### config.mk
export PLATFORM = sky130hd
export DESIGN_NAME = branch_resolver
export DESIGN_NICKNAME = d
export VERILOG_FILES = /design/src/rtl/brr_pkg.sv /design/src/rtl/brr_cmp_latch.sv /design/src/rtl/brr_cond_eval.sv /design/src/rtl/brr_target.sv /design/src/rtl/branch_resolver.sv
export SDC_FILE = /design/constraint.sdc
export NUM_CORES = 1
export LEC_CHECK = 0
export BUFFER_PORTS_ARGS = -buffer_cell sky130_fd_sc_hd__buf_4
export CORE_MARGIN = 2
export CORE_UTILIZATION = 32
export DETAILED_ROUTE_END_ITERATION = 10
export PLACE_DENSITY_LB_ADDON = 0.2
export SLEW_MARGIN = 15
export SYNTH_ARGS = -nofsm -noshare
export SYNTH_HDL_FRONTEND = slang
export SYNTH_HIERARCHICAL = 1
export SYNTH_SLANG_ARGS = --single-unit
### constraint.sdc
create_clock -name clk -period 3.5 [get_ports clk]
set_input_delay 0.175 -clock clk [delete_from_list [all_inputs] [get_ports clk]]
set_output_delay 0.175 -clock clk [all_outputs]
set_load 0.02 [all_outputs]
### src/rtl/brr_pkg.sv
package brr_pkg;
  localparam int unsigned SEL_W     = 4;
  localparam int unsigned NUM_CONDS = 10;

  // Condition selector values; the numbering is fixed by the opcode encoding.
  typedef enum logic [SEL_W-1:0] {
    SEL_EQ  = 4'd0,
    SEL_NE  = 4'd1,
    SEL_LT  = 4'd2,
    SEL_GT  = 4'd3,
    SEL_LTU = 4'd4,
    SEL_GTU = 4'd5,
    SEL_GE  = 4'd6,
    SEL_LE  = 4'd7,
    SEL_GEU = 4'd8,
    SEL_LEU = 4'd9
  } cond_sel_e;

  // Basic relations between the stored pair, from which every test is built.
  typedef struct packed {
    logic same;
    logic below_s;
    logic below_u;
  } rel_t;
endpackage

### src/rtl/brr_cmp_latch.sv
module brr_cmp_latch #(
  parameter int unsigned XLEN = 32
) (
  input  logic            clk,
  input  logic            rst,
  input  logic            we,
  input  logic [XLEN-1:0] a_in,
  input  logic [XLEN-1:0] b_in,
  output logic [XLEN-1:0] a_q,
  output logic [XLEN-1:0] b_q
);
  always_ff @(posedge clk) begin
    if (rst) begin
      a_q <= '0;
      b_q <= '0;
    end else if (we) begin
      a_q <= a_in;
      b_q <= b_in;
    end
  end
endmodule

### src/rtl/brr_cond_eval.sv
module brr_cond_eval
  import brr_pkg::*;
#(
  parameter int unsigned XLEN = 32
) (
  input  logic [XLEN-1:0]  lhs,
  input  logic [XLEN-1:0]  rhs,
  input  logic [SEL_W-1:0] sel,
  output logic             hit,
  output logic             bad
);
  rel_t rel;

  always_comb begin
    rel.same    = (lhs == rhs);
    rel.below_s = ($signed(lhs) < $signed(rhs));
    rel.below_u = (lhs < rhs);
  end

  always_comb begin
    hit = 1'b0;
    bad = 1'b0;
    case (sel)
      SEL_EQ:  hit = rel.same;
      SEL_NE:  hit = !rel.same;
      SEL_LT:  hit = rel.below_s;
      SEL_GT:  hit = !rel.below_s && !rel.same;
      SEL_LTU: hit = rel.below_u;
      SEL_GTU: hit = !rel.below_u && !rel.same;
      SEL_GE:  hit = !rel.below_s;
      SEL_LE:  hit = rel.below_s || rel.same;
      SEL_GEU: hit = !rel.below_u;
      SEL_LEU: hit = rel.below_u || rel.same;
      default: bad = 1'b1;
    endcase
  end
endmodule

### src/rtl/brr_target.sv
module brr_target #(
  parameter int unsigned XLEN       = 32,
  parameter int unsigned DISP_W     = 10,
  parameter int unsigned INSN_BYTES = 2
) (
  input  logic [XLEN-1:0]   pc,
  input  logic [DISP_W-1:0] disp,
  output logic [XLEN-1:0]   seq_pc,
  output logic [XLEN-1:0]   jump_pc
);
  localparam int unsigned EXT_W = XLEN - DISP_W - 1;

  logic [XLEN-1:0] offset;

  always_comb begin
    offset  = {{EXT_W{disp[DISP_W-1]}}, disp, 1'b0};
    seq_pc  = pc + XLEN'(INSN_BYTES);
    jump_pc = seq_pc + offset;
  end
endmodule

### src/rtl/branch_resolver.sv
module branch_resolver
  import brr_pkg::*;
#(
  parameter int unsigned XLEN   = 32,
  parameter int unsigned OP_W   = 16,
  parameter int unsigned DISP_W = 10
) (
  input  logic            clk,
  input  logic            rst,
  input  logic            cmp_we,
  input  logic [XLEN-1:0] cmp_a,
  input  logic [XLEN-1:0] cmp_b,
  input  logic            br_valid,
  input  logic [OP_W-1:0] br_opcode,
  input  logic [XLEN-1:0] br_pc,
  output logic            res_valid,
  output logic [XLEN-1:0] next_pc,
  output logic            taken,
  output logic            illegal
);
  localparam int unsigned SEL_LO = DISP_W;
  localparam int unsigned SEL_HI = DISP_W + SEL_W - 1;

  logic [XLEN-1:0]  stored_a, stored_b;
  logic [SEL_W-1:0] sel;
  logic             cond_hit, cond_bad;
  logic [XLEN-1:0]  seq_pc, jump_pc;
  logic [XLEN-1:0]  pick_pc;
  logic             unused_opcode_hi;

  assign sel              = br_opcode[SEL_HI:SEL_LO];
  assign unused_opcode_hi = ^br_opcode[OP_W-1:SEL_HI+1];

  brr_cmp_latch #(.XLEN(XLEN)) u_latch (
    .clk  (clk),
    .rst  (rst),
    .we   (cmp_we),
    .a_in (cmp_a),
    .b_in (cmp_b),
    .a_q  (stored_a),
    .b_q  (stored_b)
  );

  brr_cond_eval #(.XLEN(XLEN)) u_eval (
    .lhs (stored_a),
    .rhs (stored_b),
    .sel (sel),
    .hit (cond_hit),
    .bad (cond_bad)
  );

  brr_target #(.XLEN(XLEN), .DISP_W(DISP_W), .INSN_BYTES(2)) u_tgt (
    .pc      (br_pc),
    .disp    (br_opcode[DISP_W-1:0]),
    .seq_pc  (seq_pc),
    .jump_pc (jump_pc)
  );

  always_comb begin
    if (cond_bad)      pick_pc = br_pc;
    else if (cond_hit) pick_pc = jump_pc;
    else               pick_pc = seq_pc;
  end

  always_ff @(posedge clk) begin
    if (rst) begin
      res_valid <= 1'b0;
      next_pc   <= '0;
      taken     <= 1'b0;
      illegal   <= 1'b0;
    end else begin
      res_valid <= br_valid;
      if (br_valid) begin
        next_pc <= pick_pc;
        taken   <= cond_hit && !cond_bad;
        illegal <= cond_bad;
      end
    end
  end
endmodule

==> metrics.cfg <==
[floorplan]
start_util_pct=32.7
die_area_um2=25400
die_w_um=159
rows=56
core_area_um2=23600
io_pins=151
die_h_um=159

[route]
wire_per_inst_um=15.2
met3_length_um=851
wirelength_um=21400
top_layer_used=met4
drc=0
ant_nets=0
vias=6928
met2_length_um=9520
via_per_inst=4.94
drt_iter0_drc=442
drt-met1-wl_um=10600
drt-pass1-iter-count=5

[logic_synthesis]
syn_avg_cell_area_um2=8.78
synth_edf_count=0
ys_types=62
netlist_area_um2=7730
async_flop_share_pct=0
yosys_warnings=6
ys.flop_type=dfxtp_1
synth-seq-cells=99
syn_nets=1064
synth_seq_area_share_pct=25.7
synth.top_cell.area_share_pct=25.7
yosysTopAreaCell=dfxtp_1
syn_inst=880
synth_area_leaders=dfxtp_1 (26%), mux2i_1 (13%), ha_1 (11%)

[critical_path]
critical_path.startpoint_type=primary input
worstSetupEndpointType=flop
cp.arrival_ps=3490
ff2ff_setup_slack_ps=240
crit_fanout=5
worstSetupEndpoint=next_pc[31]$_SDFFE_PP0P_
startpoint=br_pc[8]
critical_path_class=primary input to flop
rr_endpoint=next_pc[9]$_SDFFE_PP0P_
r2r_start=u_latch/b_q[1]$_SDFFE_PP0P_
required_ps=3720
reg2regPathDepth=13

[clock_network]
root_buffer=clkbuf_16
cts_tree=done
clkSlewWorstSetupHoldPaths_ps=80
cts_buffer_depth=2
clock_latency_ps=360
post_cts_buffers=0
cts_made_buffers=9
cts_num_sinks=99
htree_levels=3

[sta]
period_needed_ps=3260
post-route-period-util_pct=93.3
rsz0062_at_grt=no
tns_ps=0
final.setup_skew_ps=14.2
setup_viol=0
max_freq_mhz=306
relSlewSlack_pct=29.0
worst_pin_slew_ps=1070
finalHoldViolations=0
drv_slew=0

[place]
placed_area_um2=9620
port_buffers=148
dp_hpwl_um=15800
gp_congestion=0.839

[pwr]
peakVddDrop_v=0.000204
total_power_mw=3.53
leakage_nw=4.44
pwr_density_cell_nw_per_um2=355

[cells_and_area]
nets=1263
fin_area_um2=9950
area_delta_synth_final_pct=28.8
n_antenna_cell=0
final_layout_size_suffix_gt1_share_pct=28.3

[grt]
grt_pass1_vias=6640
grt_max_degree=132
grtUsageTotal_pct=16.8
gr-total-overflow=0
grt_pass1_wl_um=34900
antenna_found_initial=0

[outcome]
status=complete, no violations

[job]
drv_cap=0

[min_path]
hold_path.class=primary input to flop

==> cell type report <==
| cell class | count | area [um^2] |
|---|---|---|
| Multi-Input combinational cell | 682 | 5270 |
| Clock inverter | 7 | 71.3 |
| Sequential cell | 99 | 1980 |
| Inverter | 48 | 180 |
| Timing Repair Buffer | 239 | 1820 |
| Fill cell | 2459 | 13700 |
| Tap cell | 319 | 399 |
| Clock buffer | 9 | 225 |
==> worst min-delay path by stage <==
| stage | endpoint | startpoint | cells after the start |
|---|---|---|---|
| after floorplan | u_latch/a_q[0]$_SDFFE_PP0P_ | cmp_a[0] | 2 |
| final | u_latch/b_q[8]$_SDFFE_PP0P_ | cmp_b[8] | 3 |
| after global routing | u_latch/a_q[9]$_SDFFE_PP0P_ | cmp_a[9] | 3 |
| after CTS | u_latch/b_q[8]$_SDFFE_PP0P_ | cmp_b[8] | 3 |
| after global placement | u_latch/b_q[9]$_SDFFE_PP0P_ | cmp_b[9] | 3 |
| after detailed placement | u_latch/a_q[5]$_SDFFE_PP0P_ | cmp_a[5] | 3 |
==> timing repair <==
action	CTS	global route
endpoints found under the setup margin	0	32
gates resized for setup	0	9
hold buffers	0	0
==> cells in the mapped netlist (3+ instances only) <==
library cell	n
nor2b_1	5
o221ai_1	3
and2_1	4
buf_1	7
nor3_1	7
nand4b_1	32
and3_1	6
o31ai_1	3
nand2b_1	35
o21bai_1	5
buf_2	9
o21a_1	6
a31oi_1	6
a21oi_1	47
dfxtp_1	99
nand4_1	15
xor2_1	19
xnor2_1	35
buf_8	6
nand3_1	16
o211ai_1	4
buf_6	6
o21ai_0	23
and4_1	7
o221ai_2	30
ha_1	67
nor2_1	104
a21o_1	11
a21boi_0	6
clkbuf_1	20
mux2i_1	100
inv_1	48
nand2_1	50
==> sequential cells by signal, indices dropped and copies added, names as in the netlist <==
name and cells:
illegal 1, taken 1, u_latch/a_q 32, res_valid 1, u_latch/b_q 32, next_pc 32
==> through the flow <==
stage | util (%) | worst slack, ps | hold slack [ps] | std cells
5_1_grt | 42.1 | 8.45 | 41.1 | 1403
4_1_cts | 42.0 | 141 | 32.1 | 1403
3_3_place_gp | 40.8 | -168 | 410 | 1387
6_report | 42.1 | 236 | 49.6 | 1403
2_1_floorplan | - | 122 | 322 | 880
3_5_place_dp | 40.8 | -184 | 415 | 1387
==> cells in the final DEF, fill, tap and decap left out, types with 6 or more instances in the layout <==
cell,instances
buf_4,237
nor2_1,103
dfxtp_1,99
mux2i_1,98
ha_1,67
nand2_1,50
inv_1,48
a21oi_1,46
nand2b_1,35
xnor2_1,34
nand4b_1,32
o221ai_2,30
o21ai_0,23
xor2_1,19
nand3_1,16
nand4_1,15
a21o_1,11
clkbuf_16,9
nor3_1,7
and4_1,6
o21a_1,6
and3_1,6
==> cell families (layout without fill, tap and decap cells) <==
logic type,Yosys count,count (layout),synth area share (%)
AO/OA/AOI/OAI,161,161,16.6
XOR/XNOR,56,56,6.54
adder cells (fa/ha/maj),68,68,11.1
buffers and inverters,99,303,6.53
flip-flops,99,99,25.7
multiplexers,100,100,13.0
AND/OR/NAND/NOR,297,297,20.6
==> worst max-delay path: stages <==
cell	delay (ps)
buf_4	90
nand4_2	120
or4_4	590
nor2_1	240
nand3_1	180
buf_4	180
nor2_1	110
xor2_1	270
ha_1	320
nand2_1	160
or3_1	130
o32ai_1	60
a311oi_1	300
o21bai_1	130
xnor2_1	140
mux2i_1	170
o221ai_2	110
==> routing by layer <==
| layer | vias to the layer above | GRT usage [%] |
|---|---|---|
| met1 | 3178 | 23.1 |
| met5 | - | 0 |
| met3 | 22 | 2.84 |
| met4 | 0 | 5.00 |
| li1 | 3570 | - |
| met2 | 158 | 26.9 |
==> power by group <==
group	total [mW]	internal, mW	switching (mW)	leakage, nW
Clock	1.04	0.506	0.531	0.144
Sequential	1.26	1.21	0.0456	0.817
Combinational	1.24	0.598	0.638	3.48
No activity file was read; power rests on OpenSTA's default activity.
